[config.mk]
export PLATFORM = sky130hd
export DESIGN_NAME = bus_break_unit
export DESIGN_NICKNAME = d
export VERILOG_FILES = /design/src/rtl/brk_pkg.sv /design/src/rtl/brk_addr_mask.sv /design/src/rtl/brk_cond_match.sv /design/src/rtl/brk_channel.sv /design/src/rtl/bus_break_unit.sv
export SDC_FILE = /design/constraint.sdc
export NUM_CORES = 1
export LEC_CHECK = 0
export ABC_AREA = 1
export BUFFER_PORTS_ARGS = -buffer_cell sky130_fd_sc_hd__buf_2
export CORE_MARGIN = 2
export CORE_UTILIZATION = 60
export CTS_CLUSTER_SIZE = 12
export DETAILED_ROUTE_END_ITERATION = 8
export PLACE_DENSITY = 0.85
export SLEW_MARGIN = 20
export SYNTH_ARGS = -nofsm -noshare
export SYNTH_HDL_FRONTEND = slang
export SYNTH_SLANG_ARGS = --single-unit
[constraint.sdc]
create_clock -name clk -period 2.87 [get_ports clk]
set_clock_uncertainty 0.2 [all_clocks]
set_input_delay 0.574 -clock clk [delete_from_list [all_inputs] [get_ports clk]]
set_output_delay 0.574 -clock clk [all_outputs]
set_load 0.02 [all_outputs]
[src/rtl/brk_pkg.sv]
package brk_pkg;
  localparam int CTL_W    = 8;
  localparam int FLAG_BIT = 7;

  typedef enum logic [1:0] {
    COND_FETCH = 2'd0,
    COND_READ  = 2'd1,
    COND_WRITE = 2'd2,
    COND_RDWR  = 2'd3
  } cond_e;

  typedef enum logic [1:0] {
    CYC_FETCH = 2'd0,
    CYC_READ  = 2'd1,
    CYC_WRITE = 2'd2,
    CYC_NONE  = 2'd3
  } cyc_e;

  typedef struct packed {
    logic       flag;
    logic       rsvd;
    logic       any_master;
    logic [2:0] mask_code;
    cond_e      cond;
  } ctl_t;
endpackage

[src/rtl/brk_addr_mask.sv]
module brk_addr_mask #(
  parameter int ADDR_W = 24
) (
  input  logic [2:0]        code,
  output logic [ADDR_W-1:0] care
);
  logic [4:0]        ign;
  logic [ADDR_W-1:0] ones;

  assign ones = '1;

  always_comb begin
    case (code)
      3'd0:    ign = 5'd0;
      3'd1:    ign = 5'd1;
      3'd2:    ign = 5'd2;
      3'd3:    ign = 5'd3;
      3'd4:    ign = 5'd4;
      3'd5:    ign = 5'd8;
      3'd6:    ign = 5'd12;
      default: ign = 5'd16;
    endcase
  end

  assign care = ones << ign;
endmodule

[src/rtl/brk_cond_match.sv]
module brk_cond_match
  import brk_pkg::*;
(
  input  cond_e      cond,
  input  logic       any_master,
  input  logic [1:0] bus_type,
  input  logic       bus_dma,
  output logic       ok
);
  logic type_ok;

  always_comb begin
    case (cond)
      COND_FETCH: type_ok = (bus_type == CYC_FETCH);
      COND_READ:  type_ok = (bus_type == CYC_READ);
      COND_WRITE: type_ok = (bus_type == CYC_WRITE);
      default:    type_ok = (bus_type == CYC_READ) || (bus_type == CYC_WRITE);
    endcase
  end

  assign ok = type_ok && (any_master || !bus_dma);
endmodule

[src/rtl/brk_channel.sv]
module brk_channel
  import brk_pkg::*;
#(
  parameter int ADDR_W = 24
) (
  input  logic              clk,
  input  logic              rst,
  input  logic              addr_we,
  input  logic              ctl_we,
  input  logic              ctl_re,
  input  logic [ADDR_W-1:0] wdata,
  input  logic              bus_valid,
  input  logic [ADDR_W-1:0] bus_addr,
  input  logic [1:0]        bus_type,
  input  logic              bus_dma,
  output logic [ADDR_W-1:0] addr_q,
  output ctl_t              ctl_q,
  output logic              hit,
  output logic              req
);
  logic [ADDR_W-1:0] care;
  logic              cyc_ok;
  logic              rd_seen;
  logic              clr_req;

  brk_addr_mask #(.ADDR_W(ADDR_W)) u_mask (
    .code (ctl_q.mask_code),
    .care (care)
  );

  brk_cond_match u_cond (
    .cond       (ctl_q.cond),
    .any_master (ctl_q.any_master),
    .bus_type   (bus_type),
    .bus_dma    (bus_dma),
    .ok         (cyc_ok)
  );

  assign hit     = bus_valid && cyc_ok && (((bus_addr ^ addr_q) & care) == '0);
  assign clr_req = ctl_we && !wdata[FLAG_BIT] && rd_seen;

  always_ff @(posedge clk) begin
    if (rst) begin
      addr_q  <= '0;
      ctl_q   <= '0;
      rd_seen <= 1'b0;
      req     <= 1'b0;
    end else begin
      req <= hit;
      if (addr_we) addr_q <= wdata;
      if (ctl_we) begin
        ctl_q.rsvd       <= 1'b0;
        ctl_q.any_master <= wdata[5];
        ctl_q.mask_code  <= wdata[4:2];
        ctl_q.cond       <= cond_e'(wdata[1:0]);
      end
      if (hit)          ctl_q.flag <= 1'b1;
      else if (clr_req) ctl_q.flag <= 1'b0;
      if (ctl_we)                    rd_seen <= 1'b0;
      else if (ctl_re && ctl_q.flag) rd_seen <= 1'b1;
    end
  end

  assert_reset_clear_R1: assert property (@(posedge clk)
    rst |=> (ctl_q == '0 && addr_q == '0 && !req));

  assert_pulse_needs_valid_R5: assert property (@(posedge clk) disable iff (rst)
    req |-> $past(bus_valid));

  assert_pulse_sets_flag_R6: assert property (@(posedge clk) disable iff (rst)
    req |-> ctl_q.flag);

  assert_flag_sticky_R6: assert property (@(posedge clk) disable iff (rst)
    (ctl_q.flag && !(ctl_we && !wdata[FLAG_BIT] && rd_seen)) |=> ctl_q.flag);

  assert_clear_after_read_R7: assert property (@(posedge clk) disable iff (rst)
    $fell(ctl_q.flag) |-> ($past(rd_seen) && $past(ctl_we)));

  assert_match_beats_clear_R8: assert property (@(posedge clk) disable iff (rst)
    (ctl_we && hit) |=> ctl_q.flag);
endmodule

[src/rtl/bus_break_unit.sv]
module bus_break_unit
  import brk_pkg::*;
#(
  parameter int NUM_CH = 2,
  parameter int ADDR_W = 24,
  localparam int CH_W  = (NUM_CH > 1) ? $clog2(NUM_CH) : 1,
  localparam int RA_W  = CH_W + 1
) (
  input  logic              clk,
  input  logic              rst,
  input  logic              reg_we,
  input  logic              reg_re,
  input  logic [RA_W-1:0]   reg_addr,
  input  logic [ADDR_W-1:0] reg_wdata,
  output logic [ADDR_W-1:0] reg_rdata,
  input  logic              bus_valid,
  input  logic [ADDR_W-1:0] bus_addr,
  input  logic [1:0]        bus_type,
  input  logic              bus_dma,
  output logic [NUM_CH-1:0] brk_req,
  output logic              brk_any
);
  logic [ADDR_W-1:0] addr_arr [NUM_CH];
  ctl_t              ctl_arr  [NUM_CH];
  logic [NUM_CH-1:0] hit_vec;
  logic [CH_W-1:0]   sel;

  assign sel = reg_addr[RA_W-1:1];

  for (genvar i = 0; i < NUM_CH; i++) begin : g_ch
    logic hit_sel;
    assign hit_sel = (sel == CH_W'(i));

    brk_channel #(.ADDR_W(ADDR_W)) u_ch (
      .clk       (clk),
      .rst       (rst),
      .addr_we   (reg_we && hit_sel && !reg_addr[0]),
      .ctl_we    (reg_we && hit_sel &&  reg_addr[0]),
      .ctl_re    (reg_re && hit_sel &&  reg_addr[0]),
      .wdata     (reg_wdata),
      .bus_valid (bus_valid),
      .bus_addr  (bus_addr),
      .bus_type  (bus_type),
      .bus_dma   (bus_dma),
      .addr_q    (addr_arr[i]),
      .ctl_q     (ctl_arr[i]),
      .hit       (hit_vec[i]),
      .req       (brk_req[i])
    );
  end

  always_ff @(posedge clk) begin
    if (rst) begin
      reg_rdata <= '0;
      brk_any   <= 1'b0;
    end else begin
      brk_any <= |hit_vec;
      if (reg_re) begin
        if (reg_addr[0]) reg_rdata <= {{(ADDR_W-CTL_W){1'b0}}, ctl_arr[sel]};
        else             reg_rdata <= addr_arr[sel];
      end
    end
  end

  assert_any_is_or_R10: assert property (@(posedge clk) disable iff (rst)
    brk_any == (|brk_req));

  assert_read_latency_R11: assert property (@(posedge clk) disable iff (rst)
    !$past(reg_re) |-> $stable(reg_rdata));
endmodule

==> report_table.html <==
<table>
<tr><th>Metric</th><th>Value</th></tr>
<tr><th colspan="2">Timing</th></tr>
<tr><td>Worst max-slew margin expressed relative to the limit</td><td>0.504</td></tr>
<tr><td>Number of endpoints with negative hold slack in the final report</td><td>0</td></tr>
<tr><td>Slew @ Worst Pin</td><td>approximately 0.74 ns</td></tr>
<tr><td>Time the worst path needs with I/O delays and setup</td><td>approximately 1.9 ns</td></tr>
<tr><td>Number of setup violations in the final report</td><td>0</td></tr>
<tr><td>Final Cycle Share</td><td>0.662</td></tr>
<tr><td>F_max</td><td>approximately 530 MHz</td></tr>
<tr><td>Unrepaired setup endpoints after global routing</td><td>no</td></tr>
<tr><td>Total negative setup slack</td><td>0 ns</td></tr>
<tr><td>Final-report max-slew violation count</td><td>0</td></tr>
<tr><td>Hold slack</td><td>0.265 ns</td></tr>
<tr><th colspan="2">Finish</th></tr>
<tr><td>Most common cell after layout, fill and taps aside</td><td>nand2_1</td></tr>
<tr><td>Most used cells in the layout excluding fill and tap cells</td><td>177 x nand2_1, 103 x a21oi_1, 100 x inv_1</td></tr>
<tr><td>Total of fill cells in the finished design</td><td>637</td></tr>
<tr><td>Fin nets</td><td>slightly above 800</td></tr>
<tr><td>Combined area of the multi-input logic cells</td><td>~2200 µm²</td></tr>
<tr><td>Final core area utilization</td><td>0.712</td></tr>
<tr><td>Sequential cell area</td><td>1820 µm²</td></tr>
<tr><td>Post-route insts no fill</td><td>870</td></tr>
<tr><td>Fraction of final layout cells sized beyond drive strength 1</td><td>0.141</td></tr>
<tr><td>Syn-to-layout area delta</td><td>13.9%</td></tr>
<tr><td>Ant. Diodes</td><td>0</td></tr>
<tr><th colspan="2">Synth</th></tr>
<tr><td>Number of register bits inferred by synthesis</td><td>91</td></tr>
<tr><td>Distinct cell type count after synthesis</td><td>26</td></tr>
<tr><td>Adder and majority gate portion of the synthesized area</td><td>0.00823</td></tr>
<tr><td>Complex-gate fraction of the synthesized area</td><td>0.230</td></tr>
<tr><td>Combinational family with the most area after synthesis</td><td>compound AO/OA/AOI/OAI gates</td></tr>
<tr><td>Mean post-synth cell area</td><td>between 6 and 7 µm²</td></tr>
<tr><td>Yosys Warn Count</td><td>0</td></tr>
<tr><td>Xor-xnor portion of the synthesized cell area</td><td>0.0230</td></tr>
<tr><td>Simple-gate portion of the synthesized area</td><td>0.216</td></tr>
<tr><td>Net Count, Synth</td><td>between 700 and 800</td></tr>
<tr><td>Multiplexer share of the synthesized area</td><td>0</td></tr>
<tr><td>Post-synthesis sequential area ratio</td><td>0.399</td></tr>
<tr><td>Post-Syn Instances</td><td>697</td></tr>
<tr><td>Syn Std Cell Area</td><td>around 4600 µm²</td></tr>
<tr><th colspan="2">Power</th></tr>
<tr><td>Power Total</td><td>~2.7 mW</td></tr>
<tr><td>Cell Int Power</td><td>around 2.0 mW</td></tr>
<tr><td>IR Drop Worst-Case VDD</td><td>approximately 0.29 mV</td></tr>
<tr><td>Fraction of power consumed by the clock network</td><td>0.350</td></tr>
<tr><td>Gate power share</td><td>0.148</td></tr>
<tr><td>Sequential power share</td><td>0.502</td></tr>
<tr><td>Leakage power figure</td><td>between 2 and 2.5 nW</td></tr>
<tr><td>Power density over cell area</td><td>about 520 nW/µm²</td></tr>
<tr><td>Net switching share of the total power</td><td>0.278</td></tr>
<tr><td>Switching pwr</td><td>about 0.75 mW</td></tr>
<tr><th colspan="2">Clock tree</th></tr>
<tr><td>Post-CTS Resized</td><td>0</td></tr>
<tr><td>Clk pin slew, worst setup/hold paths</td><td>around 0.09 ns</td></tr>
<tr><td>Clock tree from TritonCTS</td><td>yes</td></tr>
<tr><td>Total clock sinks</td><td>just over 90</td></tr>
<tr><td>Num CTS Buffers</td><td>9</td></tr>
<tr><td>Post-CTS Setup Bufs</td><td>0</td></tr>
<tr><td>Clock latency on the worst-skew pair</td><td>roughly 0.36 ns</td></tr>
<tr><td>Hold-fix buffers, CTS</td><td>0</td></tr>
<tr><td>Number of levels in the clock H-tree</td><td>3</td></tr>
<tr><td>Clock root buffer master</td><td>clkbuf_8</td></tr>
<tr><td>Maximum root-to-sink buffer count</td><td>2</td></tr>
<tr><th colspan="2">Setup path</th></tr>
<tr><td>Series of cell instances along the critical path</td><td>buf_2 &gt; inv_1 &gt; nand3_1 &gt; inv_1 &gt; nand3_1 &gt; nand3_1 &gt; nand2_1</td></tr>
<tr><td>Worst Path Arrival</td><td>between 1.5 and 2 ns</td></tr>
<tr><td>Buf+Inv Stages, Crit Path</td><td>3</td></tr>
<tr><td>Largest fanout on the critical path</td><td>20</td></tr>
<tr><td>Crit path kind</td><td>in2reg</td></tr>
<tr><td>Kind of cell adding the most delay to the critical path</td><td>buffers and inverters</td></tr>
<tr><td>Kind of start point of the critical path</td><td>input port</td></tr>
<tr><td>CP peak stage delay</td><td>around 0.46 ns</td></tr>
<tr><td>Master of the slowest instance on the critical path</td><td>nand3_1</td></tr>
<tr><td>CP Capture Type</td><td>flop</td></tr>
<tr><td>Worst endpoint required time</td><td>2.93 ns</td></tr>
<tr><td>Most repeated library cell on the critical path</td><td>nand3_1</td></tr>
<tr><th colspan="2">Detailed routing</th></tr>
<tr><td>Drt pass-1 iters</td><td>9</td></tr>
<tr><td>Drt first-iter violations</td><td>413</td></tr>
<tr><td>Routed Antenna Nets</td><td>0</td></tr>
<tr><td>Count of unresolved DRC violations after routing</td><td>0</td></tr>
<tr><td>Vias after detailed routing</td><td>approximately 4700</td></tr>
<tr><td>Wirelength per Cell</td><td>about 14 µm</td></tr>
<tr><td>Detailed Route WL</td><td>roughly 12000 µm</td></tr>
<tr><td>Average vias per placed instance</td><td>around 5.4</td></tr>
<tr><th colspan="2">GRT</th></tr>
<tr><td>Number of antenna violations at the first check in global routing</td><td>0</td></tr>
<tr><td>Global-route wire length before repair</td><td>slightly below 20000 µm</td></tr>
<tr><td>Largest net degree at the start of global routing</td><td>70</td></tr>
<tr><td>Overall fraction of global-route tracks in use</td><td>0.294</td></tr>
<tr><td>Vias in the first global route</td><td>between 4000 and 5000</td></tr>
<tr><td>Total grt overflow</td><td>0</td></tr>
<tr><th colspan="2">Placement</th></tr>
<tr><td>Placed cell count</td><td>between 800 and 900</td></tr>
<tr><td>Placer's final routability congestion estimate</td><td>0.906</td></tr>
<tr><td>Final HPWL DP</td><td>approximately 8300 µm</td></tr>
<tr><td>Port Buffer Count</td><td>84</td></tr>
<tr><th colspan="2">Floorplanning</th></tr>
<tr><td>I/O pin total</td><td>85</td></tr>
<tr><td>Die area</td><td>8320 µm²</td></tr>
<tr><td>Starting density of the core</td><td>0.626</td></tr>
<tr><td>Site Rows</td><td>31</td></tr>
<tr><td>Die outline width</td><td>91.2 µm</td></tr>
<tr><td>Core area</td><td>7290 µm²</td></tr>
<tr><td>Die Y-Extent</td><td>about 90 µm</td></tr>
<tr><th colspan="2">Status</th></tr>
<tr><td>Outcome</td><td>complete, no violations</td></tr>
<tr><th colspan="2">Worst hold path</th></tr>
<tr><td>Type of the tightest min-delay check</td><td>reg2reg</td></tr>
<tr><th colspan="2">Run</th></tr>
<tr><td>Max-capacitance violation count</td><td>0</td></tr>
</table>
## power groups by stage
stage | combinational, mW | clock (mW) | sequential, mW
after CTS | 0.396 | 0.956 | 1.36
after detailed placement | 0.393 | 0 | 1.39
after floorplan | 0.249 | 0 | 1.40
after global placement | 0.383 | 0 | 1.38
after global routing | 0.452 | 1.01 | 1.37
final | 0.400 | 0.948 | 1.36
## synth_stat cells
cell,instances,area share
ha_1,3,0.0082
buf_2,13,0.014
inv_4,1,0.0014
buf_6,2,0.0049
nand2_4,1,0.0025
a31oi_1,2,0.0027
nor2_2,1,0.0014
nor2_1,40,0.033
o21ai_1,1,0.0011
xnor2_1,4,0.0077
a21oi_1,103,0.11
o21ai_0,94,0.10
clkinv_1,1,0.00082
o211ai_1,5,0.0082
nand2_1,177,0.15
nand3_1,27,0.030
buf_4,4,0.0066
xor2_1,8,0.015
nand3_2,1,0.0022
nor3_1,2,0.0022
inv_1,100,0.082
clkbuf_1,12,0.0099
inv_2,2,0.0016
clkbuf_2,1,0.0011
o2111ai_1,1,0.0019
dfxtp_1,91,0.40
## sequential cells by signal, summed over array words and instances, names as in the netlist
signal / count
g_ch.u_ch.addr_q: 48
reg_rdata: 24
g_ch.u_ch.ctl_q: 14
g_ch.u_ch.rd_seen: 2
g_ch.u_ch.req: 2
brk_any: 1
## tightest hold or removal path: stages, from the launching register on
cell and delay [ns]:
dfxtp_1 0.32, nand2_1 0.06, a21oi_1 0.05
## cell type report
| type | count | share of cell area |
|---|---|---|
| Inverter | 104 | 0.0756 |
| Clock buffer | 12 | 0.0260 |
| Clock inverter | 4 | 0.0145 |
| Multi-Input combinational cell | 470 | 0.420 |
| Tap cell | 99 | 0.0238 |
| Timing Repair Buffer | 90 | 0.0896 |
| Sequential cell | 91 | 0.351 |
## path summary, 6_finish.rpt
check             slack (ns)  depth (start not counted)                          startpoint                            endpoint
setup reg to reg        1.29                          8  g_ch[0].u_ch.ctl_q[3]$_SDFFE_PP0P_                  brk_any$_SDFF_PP0_
setup / recovery        0.97                          7                         reg_addr[1]  g_ch[0].u_ch.ctl_q[7]$_SDFFE_PP0P_
hold reg to reg         0.27                          2          reg_rdata[10]$_SDFFE_PP0P_          reg_rdata[10]$_SDFFE_PP0P_
hold / removal          0.27                          2          reg_rdata[10]$_SDFFE_PP0P_          reg_rdata[10]$_SDFFE_PP0P_
## routing by layer
layer	vias to the layer above	track usage	wire, µm
met5	-	0	0
met4	0	0.119	331
met3	29	0.0357	962
met2	213	0.498	5470
met1	2106	0.381	5050
li1	2355	-	-
## cells by family (layout without fill, tap and decap cells)
logic type / Yosys count / after routing
XOR/XNOR: 12 / 12
AO/OA/AOI/OAI: 206 / 206
AND/OR/NAND/NOR: 249 / 249
buffers and inverters: 136 / 210
adder cells (fa/ha/maj): 3 / 3
flip-flops: 91 / 91
## through the flow
step	cell area [µm²]	setup WS (ns)
after floorplan	4560	1.21
after global placement	4980	0.710
after detailed placement	4980	0.620
after CTS	5190	1.00
after global routing	5190	0.759
final	5190	0.971
Note: power is estimated with default switching activity, not from simulation.
